`config.mk`:
```
export PLATFORM = sky130hd
export DESIGN_NAME = cwb_cache_ctrl
export DESIGN_NICKNAME = d
export VERILOG_FILES = /design/src/rtl/cwb_pkg.sv /design/src/rtl/cwb_tag_store.sv /design/src/rtl/cwb_data_store.sv /design/src/rtl/cwb_ctrl.sv /design/src/rtl/cwb_cache_ctrl.sv
export SDC_FILE = /design/constraint.sdc
export NUM_CORES = 2
export LEC_CHECK = 0
export BUFFER_PORTS_ARGS = -buffer_cell sky130_fd_sc_hd__buf_2
export CAP_MARGIN = 20
export CORE_AREA = 2 2 619 621
export DETAILED_ROUTE_END_ITERATION = 12
export DIE_AREA = 0 0 621 623
export GPL_ROUTABILITY_DRIVEN = 0
export PLACE_DENSITY_LB_ADDON = 0.12
export SLEW_MARGIN = 25
export SYNTH_ARGS = -nofsm -noshare
export SYNTH_HDL_FRONTEND = slang
export SYNTH_MEMORY_MAX_BITS = 65536
export SYNTH_SLANG_ARGS = --single-unit
```
`constraint.sdc`:
```
create_clock -name clk -period 8.8 [get_ports clk]
set_input_delay 1.32 -clock clk [delete_from_list [all_inputs] [get_ports clk]]
set_output_delay 1.32 -clock clk [all_outputs]
set_load 0.02 [all_outputs]
```
`src/rtl/cwb_pkg.sv`:
```
package cwb_pkg;
  localparam int WORD_BITS = 3;
  localparam int LINE_WORDS = 1 << WORD_BITS;
  localparam int BYTE_BITS = 2;

  typedef enum logic [1:0] {
    ST_IDLE,
    ST_WBACK,
    ST_FILL,
    ST_RETRY
  } cwb_state_e;
endpackage

```
`src/rtl/cwb_tag_store.sv`:
```
module cwb_tag_store #(
  parameter int IDX_W = 4,
  parameter int TAG_W = 23
) (
  input  logic             clk,
  input  logic             rst_n,
  input  logic             lk_en,
  input  logic [IDX_W-1:0] lk_idx,
  input  logic [TAG_W-1:0] lk_tag,
  output logic             lk_hit,
  output logic             lk_victim_dirty,
  output logic [TAG_W-1:0] lk_victim_tag,
  input  logic             fill_we,
  input  logic [IDX_W-1:0] fill_idx,
  input  logic [TAG_W-1:0] fill_tag,
  input  logic             dirty_we
);
  localparam int LINES = 1 << IDX_W;

  logic             vld [LINES];
  logic             drt [LINES];
  logic [TAG_W-1:0] tg  [LINES];

  // valid bits are the only state cleared by reset
  always_ff @(posedge clk or negedge rst_n) begin
    if (!rst_n) begin
      for (int i = 0; i < LINES; i++) vld[i] <= 1'b0;
    end else if (fill_we) begin
      vld[fill_idx] <= 1'b1;
    end
  end

  // tag and dirty bits start undefined
  always_ff @(posedge clk) begin
    if (fill_we) begin
      tg[fill_idx]  <= fill_tag;
      drt[fill_idx] <= 1'b0;
    end else if (dirty_we) begin
      drt[lk_idx] <= 1'b1;
    end
  end

  // reads happen only while the lookup is enabled
  always_comb begin
    lk_hit          = 1'b0;
    lk_victim_dirty = 1'b0;
    lk_victim_tag   = '0;
    if (lk_en) begin
      lk_hit          = vld[lk_idx] && (tg[lk_idx] == lk_tag);
      lk_victim_dirty = vld[lk_idx] && drt[lk_idx];
      lk_victim_tag   = tg[lk_idx];
    end
  end

  // the array has one port: no lookup while a fill writes the tag
  assert_tag_port_free_R2: assert property (@(posedge clk) disable iff (!rst_n)
    fill_we |-> !lk_en);

  // dirty marking only follows a hit
  assert_dirty_on_hit_R4: assert property (@(posedge clk) disable iff (!rst_n)
    dirty_we |-> lk_hit);
endmodule

```
`src/rtl/cwb_data_store.sv`:
```
module cwb_data_store #(
  parameter int IDX_W  = 4,
  parameter int DATA_W = 32
) (
  input  logic                         clk,
  input  logic [IDX_W-1:0]             idx,
  input  logic [cwb_pkg::WORD_BITS-1:0] word,
  input  logic                         we,
  input  logic [DATA_W-1:0]            wdata,
  output logic [DATA_W-1:0]            rdata
);
  localparam int DEPTH = (1 << IDX_W) * cwb_pkg::LINE_WORDS;

  logic [DATA_W-1:0] words_q [DEPTH];

  // single port: one address serves both read and write
  always_ff @(posedge clk) begin
    if (we) words_q[{idx, word}] <= wdata;
  end

  assign rdata = words_q[{idx, word}];
endmodule

```
`src/rtl/cwb_ctrl.sv`:
```
module cwb_ctrl
  import cwb_pkg::*;
#(
  parameter int IDX_W    = 4,
  parameter int TAG_W    = 23,
  parameter bit WRITE_EN = 1'b1
) (
  input  logic                 clk,
  input  logic                 rst_n,
  input  logic                 cpu_req,
  input  logic                 cpu_we_eff,
  input  logic [TAG_W-1:0]     cpu_tag,
  input  logic [IDX_W-1:0]     cpu_idx,
  input  logic [WORD_BITS-1:0] cpu_word,
  output logic                 cpu_stall,
  output logic                 lk_en,
  input  logic                 lk_hit,
  input  logic                 lk_victim_dirty,
  input  logic [TAG_W-1:0]     lk_victim_tag,
  output logic                 tag_fill,
  output logic [TAG_W-1:0]     fill_tag,
  output logic                 dirty_set,
  output logic [IDX_W-1:0]     arr_idx,
  output logic [WORD_BITS-1:0] arr_word,
  output logic                 arr_we,
  output logic                 arr_from_mem,
  output logic                 mem_req,
  output logic                 mem_we,
  output logic [TAG_W+IDX_W+WORD_BITS+BYTE_BITS-1:0] mem_addr,
  input  logic                 mem_ready
);
  localparam logic [WORD_BITS-1:0] LAST_WORD = WORD_BITS'(LINE_WORDS - 1);

  cwb_state_e           state;
  logic [WORD_BITS-1:0] cnt;
  logic [IDX_W-1:0]     midx;
  logic [TAG_W-1:0]     mtag;
  logic [TAG_W-1:0]     vtag;
  logic                 miss;
  logic                 acc_hit;
  logic                 beat;

  assign lk_en   = (state == ST_IDLE) || (state == ST_RETRY);
  assign miss    = (state == ST_IDLE) && cpu_req && !lk_hit;
  assign acc_hit = lk_en && cpu_req && lk_hit;
  assign beat    = mem_req && mem_ready;

  assign cpu_stall = miss || (state != ST_IDLE);

  assign dirty_set    = acc_hit && cpu_we_eff;
  assign arr_from_mem = (state == ST_FILL);
  assign arr_we       = (arr_from_mem && mem_ready) || dirty_set;
  assign arr_idx      = lk_en ? cpu_idx : midx;
  assign arr_word     = lk_en ? cpu_word : cnt;

  assign tag_fill = (state == ST_FILL) && mem_ready && (cnt == LAST_WORD);
  assign fill_tag = mtag;

  assign mem_req  = (state == ST_WBACK) || (state == ST_FILL);
  assign mem_we   = (state == ST_WBACK);
  assign mem_addr = {(state == ST_WBACK) ? vtag : mtag, midx, cnt, {BYTE_BITS{1'b0}}};

  always_ff @(posedge clk or negedge rst_n) begin
    if (!rst_n) begin
      state <= ST_IDLE;
      cnt   <= '0;
      midx  <= '0;
      mtag  <= '0;
      vtag  <= '0;
    end else begin
      unique case (state)
        ST_IDLE: begin
          if (miss) begin
            midx  <= cpu_idx;
            mtag  <= cpu_tag;
            vtag  <= lk_victim_tag;
            cnt   <= '0;
            state <= (WRITE_EN && lk_victim_dirty) ? ST_WBACK : ST_FILL;
          end
        end
        ST_WBACK: begin
          if (mem_ready) begin
            cnt <= cnt + 1'b1;
            if (cnt == LAST_WORD) state <= ST_FILL;
          end
        end
        ST_FILL: begin
          if (mem_ready) begin
            cnt <= cnt + 1'b1;
            if (cnt == LAST_WORD) state <= ST_RETRY;
          end
        end
        default: state <= ST_IDLE;
      endcase
    end
  end

  // a hit in normal operation starts no memory transfer
  assert_no_mem_on_hit_R1: assert property (@(posedge clk) disable iff (!rst_n)
    (state == ST_IDLE && cpu_req && lk_hit) |=> !mem_req);

  // after the last fill beat the processor stays stalled for the retry
  assert_retry_stall_R3: assert property (@(posedge clk) disable iff (!rst_n)
    tag_fill |=> cpu_stall && !mem_req);

  // the replayed access must hit
  assert_retry_hits_R3: assert property (@(posedge clk) disable iff (!rst_n)
    (state == ST_RETRY && cpu_req) |-> lk_hit);

  // a write-back starts only for a line found valid and dirty
  assert_wb_needs_dirty_R5: assert property (@(posedge clk) disable iff (!rst_n)
    $rose(mem_we) |-> $past(lk_victim_dirty));

  // a pending word transfer holds its address and direction
  assert_mem_hold_R7: assert property (@(posedge clk) disable iff (!rst_n)
    (mem_req && !mem_ready) |=> mem_req && $stable(mem_addr) && $stable(mem_we));

  // words advance only with ready
  assert_beat_ready_R8: assert property (@(posedge clk) disable iff (!rst_n)
    (mem_req && !mem_ready) |=> $stable(cnt));

  if (!WRITE_EN) begin : g_ro_chk
    // a read-only cache never writes memory or marks lines dirty
    assert_ro_no_write_R10: assert property (@(posedge clk) disable iff (!rst_n)
      !mem_we && !dirty_set);
  end
endmodule

```
`src/rtl/cwb_cache_ctrl.sv`:
```
module cwb_cache_ctrl
  import cwb_pkg::*;
#(
  parameter int ADDR_W   = 32,
  parameter int DATA_W   = 32,
  parameter int IDX_W    = 4,
  parameter bit WRITE_EN = 1'b1
) (
  input  logic              clk,
  input  logic              rst_n,
  input  logic              cpu_req,
  input  logic              cpu_we,
  input  logic [ADDR_W-1:2] cpu_addr,
  input  logic [DATA_W-1:0] cpu_wdata,
  output logic [DATA_W-1:0] cpu_rdata,
  output logic              cpu_stall,
  output logic              mem_req,
  output logic              mem_we,
  output logic [ADDR_W-1:0] mem_addr,
  output logic [DATA_W-1:0] mem_wdata,
  input  logic [DATA_W-1:0] mem_rdata,
  input  logic              mem_ready
);
  localparam int IDX_LO = BYTE_BITS + WORD_BITS;
  localparam int TAG_LO = IDX_LO + IDX_W;
  localparam int TAG_W  = ADDR_W - TAG_LO;

  logic [TAG_W-1:0]     cpu_tag;
  logic [IDX_W-1:0]     cpu_idx;
  logic [WORD_BITS-1:0] cpu_word;
  logic                 cpu_we_eff;

  logic                 lk_en;
  logic                 lk_hit;
  logic                 lk_victim_dirty;
  logic [TAG_W-1:0]     lk_victim_tag;
  logic                 tag_fill;
  logic [TAG_W-1:0]     fill_tag;
  logic                 dirty_set;
  logic [IDX_W-1:0]     arr_idx;
  logic [WORD_BITS-1:0] arr_word;
  logic                 arr_we;
  logic                 arr_from_mem;
  logic [DATA_W-1:0]    arr_wdata;
  logic [DATA_W-1:0]    arr_rdata;

  assign cpu_word   = cpu_addr[IDX_LO-1:BYTE_BITS];
  assign cpu_idx    = cpu_addr[TAG_LO-1:IDX_LO];
  assign cpu_tag    = cpu_addr[ADDR_W-1:TAG_LO];
  assign cpu_we_eff = cpu_we && WRITE_EN;

  assign arr_wdata = arr_from_mem ? mem_rdata : cpu_wdata;
  assign cpu_rdata = arr_rdata;
  assign mem_wdata = arr_rdata;

  cwb_ctrl #(
    .IDX_W    (IDX_W),
    .TAG_W    (TAG_W),
    .WRITE_EN (WRITE_EN)
  ) u_ctrl (
    .clk             (clk),
    .rst_n           (rst_n),
    .cpu_req         (cpu_req),
    .cpu_we_eff      (cpu_we_eff),
    .cpu_tag         (cpu_tag),
    .cpu_idx         (cpu_idx),
    .cpu_word        (cpu_word),
    .cpu_stall       (cpu_stall),
    .lk_en           (lk_en),
    .lk_hit          (lk_hit),
    .lk_victim_dirty (lk_victim_dirty),
    .lk_victim_tag   (lk_victim_tag),
    .tag_fill        (tag_fill),
    .fill_tag        (fill_tag),
    .dirty_set       (dirty_set),
    .arr_idx         (arr_idx),
    .arr_word        (arr_word),
    .arr_we          (arr_we),
    .arr_from_mem    (arr_from_mem),
    .mem_req         (mem_req),
    .mem_we          (mem_we),
    .mem_addr        (mem_addr),
    .mem_ready       (mem_ready)
  );

  cwb_tag_store #(
    .IDX_W (IDX_W),
    .TAG_W (TAG_W)
  ) u_tags (
    .clk             (clk),
    .rst_n           (rst_n),
    .lk_en           (lk_en),
    .lk_idx          (cpu_idx),
    .lk_tag          (cpu_tag),
    .lk_hit          (lk_hit),
    .lk_victim_dirty (lk_victim_dirty),
    .lk_victim_tag   (lk_victim_tag),
    .fill_we         (tag_fill),
    .fill_idx        (arr_idx),
    .fill_tag        (fill_tag),
    .dirty_we        (dirty_set)
  );

  cwb_data_store #(
    .IDX_W  (IDX_W),
    .DATA_W (DATA_W)
  ) u_data (
    .clk   (clk),
    .idx   (arr_idx),
    .word  (arr_word),
    .we    (arr_we),
    .wdata (arr_wdata),
    .rdata (arr_rdata)
  );

  // nothing is requested from memory while idle after reset
  assert_idle_quiet_R9: assert property (@(posedge clk) disable iff (!rst_n)
    !cpu_stall |-> !mem_req);
endmodule

```
==> impl_metrics.tcl <==
set metrics [dict create \
    synth-warning-count 0 \
    wl_met2_mm 288 \
    fmax_mhz 112 \
    antenna_found_initial 61 \
    track_usage_pct 32.6 \
    crit_chain "inv_1, ha_2, buf_4, mux2_8, a21oi_4, buf_12, a22oi_1, a41oi_1, a2111oi_1, buf_4, o311ai_0, nor3_1, o21ai_2, buf_2" \
    cts_tree "done" \
    drtAntennaViolNets 0 \
    htree_levels 5 \
    powerDensity_nw_per_um2 395 \
    synth_edf_count 4480 \
    worst_pin_slew_ps 1210 \
    path_common_cell "buf_4" \
    via_count 105000 \
    status "complete, but fails checks" \
    row_count 227 \
    cp-startpoint "u_ctrl.state[1]" \
    fp.dieH_um 623 \
    final_cell_area_sq_um 197000 \
    wl_met3_mm 78.4 \
    hpwl_mm 387 \
    drcViolationCount 0 \
    leakagePower_uw 0.0630 \
    critPathSlowestCell "nor3_1" \
    overflow 0 \
    synth_cell_types 70 \
    yosysSeqAreaShare_pct 80.1 \
    die_w_um 621 \
    rsz0062_at_grt "false" \
    grt_max_degree 99 \
    finalSetupViolations 2 \
    grt_pass1_vias 97800 \
    worstPathArrival_ps 7570 \
    vias_per_cell 6.70 \
    yosysMostFrequentCell "edfxtp_1" \
    ir_worst_vdd_mv 0.435 \
    clkTransAtPathRegs_ps 60 \
    cap_violations 0 \
    met1_length_mm 245 \
    ys_ff_latch 4551 \
    synthArstFlopShare_pct 1.56 \
    clock_path_buffers 4 \
    cp_top_family "compound AO/OA/AOI/OAI gates" \
    end_kind "output pin" \
    hold_path_class "in -> async" \
    boundaryPins 198 \
    avgRoutedWirePerCell_um 41.3 \
    worst-path-buf-inv 5 \
    topRoutingLayerUsed "met5" \
    numCtsBuffers 464 \
    port_buffers 195 \
    syn_area_per_cell_sq_um 17.7 \
    synth_cells 9603 \
    nets 10300 \
    drive_gt1_share_pct 17.6 \
    num-fill-cells 30600 \
    setup_slack_ps -92.9 \
    violations "negative setup slack" \
    postCtsSetupRepairBufs 0 \
    r2r-start "u_ctrl.state[1]" \
    slew_headroom_pct 18.3 \
    wirelength_mm 647 \
    yosysTopAreaCell "edfxtp_1" \
    syn-cell-area_sq_um 170000 \
    clock_latency_ps 1060 \
    synthToLayoutAreaGrowth_pct 15.8 \
    die_area_sq_um 387000 \
    ys.flop_type "edfxtp_1" \
    drtIter0Drc 18200 \
    setup_tns_ps -184 \
    numClockSinks 4551 \
    finalCritPeriodShare_pct 101 \
    synth_top_area_share_pct 79.0 \
    max_stage_delay_ps 800 \
    dpl_cell_area_sq_um 182000 \
    clockRootBuffer "clkbuf_16" \
    synth_area_leaders "edfxtp_1 (79%), a22oi_1 (6.1%), nand2_1 (1.5%)" \
    post-route-min-period_ps 8890 \
    drv_slew 0 \
    first_pass_iters 9 \
    initial_core_util_pct 44.7 \
    clock_skew_ps 54.3 \
    hold_violations 0 \
    cp.required_ps 7480 \
    grt_first_pass_wirelength_mm 867 \
    critPathLaunchType "flip-flop" \
    crit_type "reg -> out" \
    yosys-top-cells-count "edfxtp_1 (4480), a22oi_1 (1394), nand2_1 (665)" \
    core_area_sq_um 381000 \
    cp_max_fo 38 \
]
[where the power goes]
part           total (uW)  leakage [uW]  internal, uW  switching (uW)
clock               19300       0.00717         10900            8450
combinational       31800        0.0146          7370           24400
sequential          26700        0.0412         26300             398
total               77900        0.0630         44600           33300
[metal layers]
layer / track usage, % / vias to the layer above
li1: - / 41000
met1: 44.9 / 55200
met2: 49.1 / 7501
met3: 7.98 / 1226
met4: 15.1 / 20
met5: 0 / -
[final timing paths]
check / slack [ps] / endpoint / cells after the start
max: -90 / cpu_rdata[9] / 14
max in group asynchronous: 7450 / u_ctrl.fill_tag[21] / 2
min reg2reg: 470 / u_tags.vld[6] / 1
max reg2reg: 2470 / u_data.words_q[121][3] / 11
min: 190 / u_ctrl.vtag[18] / 1
min in group clk: 470 / u_tags.vld[6] / 1
[metrics by stage]
stage | cells | util (%) | hold slack (ps) | power [uW] | worst slack (ps)
2_1_floorplan | 9604 | - | 439 | 40200 | 2120
3_3_place_gp | 14800 | 47.8 | 450 | 57800 | 381
3_5_place_dp | 14800 | 47.9 | 454 | 58000 | 941
4_1_cts | 15600 | 51.7 | 149 | 77100 | 5.68
5_1_grt | 15600 | 51.8 | 181 | 78900 | 31.7
6_report | 15700 | 51.8 | 187 | 77900 | -92.9
[sequential cells by signal, summed over array words and instances, names as in the netlist]
signal	count
u_ctrl.vtag	23
u_ctrl.fill_tag	23
u_data.words_q	4096
u_ctrl.state	2
u_tags.drt	16
u_ctrl.cnt	3
u_tags.vld	16
u_tags.tg	368
u_ctrl.midx	4
[what timing repair did]
| action | in CTS | in global routing |
|---|---|---|
| gates resized for setup | 1 | 1 |
| hold buffers | 0 | 0 |
| setup endpoints to repair | 2 | 2 |
| endpoints found under the hold margin | 0 | 0 |
[logic make-up (layout without fill, tap and decap cells)]
| group | Yosys count | after routing | synth area share [%] |
|---|---|---|---|
| AO/OA/AOI/OAI | 2772 | 2772 | 11.8 |
| XOR/XNOR | 34 | 34 | 0.175 |
| adder cells (fa/ha/maj) | 6 | 6 | 0.0441 |
| buffers and inverters | 697 | 1675 | 1.70 |
| flip-flops | 4551 | 4551 | 80.1 |
| multiplexers | 366 | 366 | 2.76 |
| other | 1 | 35 | 0.00220 |
| AND/OR/NAND/NOR | 1176 | 1176 | 3.46 |
[placed cells by master, fill, tap and decap left out, types with 88 or more instances in the layout]
| cell type | Yosys | routed |
|---|---|---|
| clkbuf_1 | 375 | 108 |
| a22oi_1 | 1394 | 1394 |
| a221oi_1 | 115 | 115 |
| nor3_4 | 0 | 120 |
| a22o_1 | 118 | 118 |
| clkinv_1 | 0 | 117 |
| a21oi_1 | 484 | 472 |
| clkbuf_16 | 0 | 472 |
| buf_12 | 0 | 99 |
| edfxtp_1 | 4480 | 4480 |
| nand2_1 | 665 | 641 |
| buf_4 | 48 | 509 |
| buf_2 | 57 | 194 |
| o21ai_0 | 95 | 88 |
| mux2i_1 | 182 | 179 |
[area by class of cell]
cell class	count	area [sq um]	share of cell area, %
diodes	33	82.6	0.0419
clock buffers	586	12300	6.24
clock inverters	266	2400	1.22
inverters	15	56.3	0.0286
multi-input cells	4356	32800	16.6
flip-flops and latches	4551	136000	69.2
well taps	5038	6300	3.20
repair buffers	808	6890	3.49
Power figures use the tool's default switching activity.
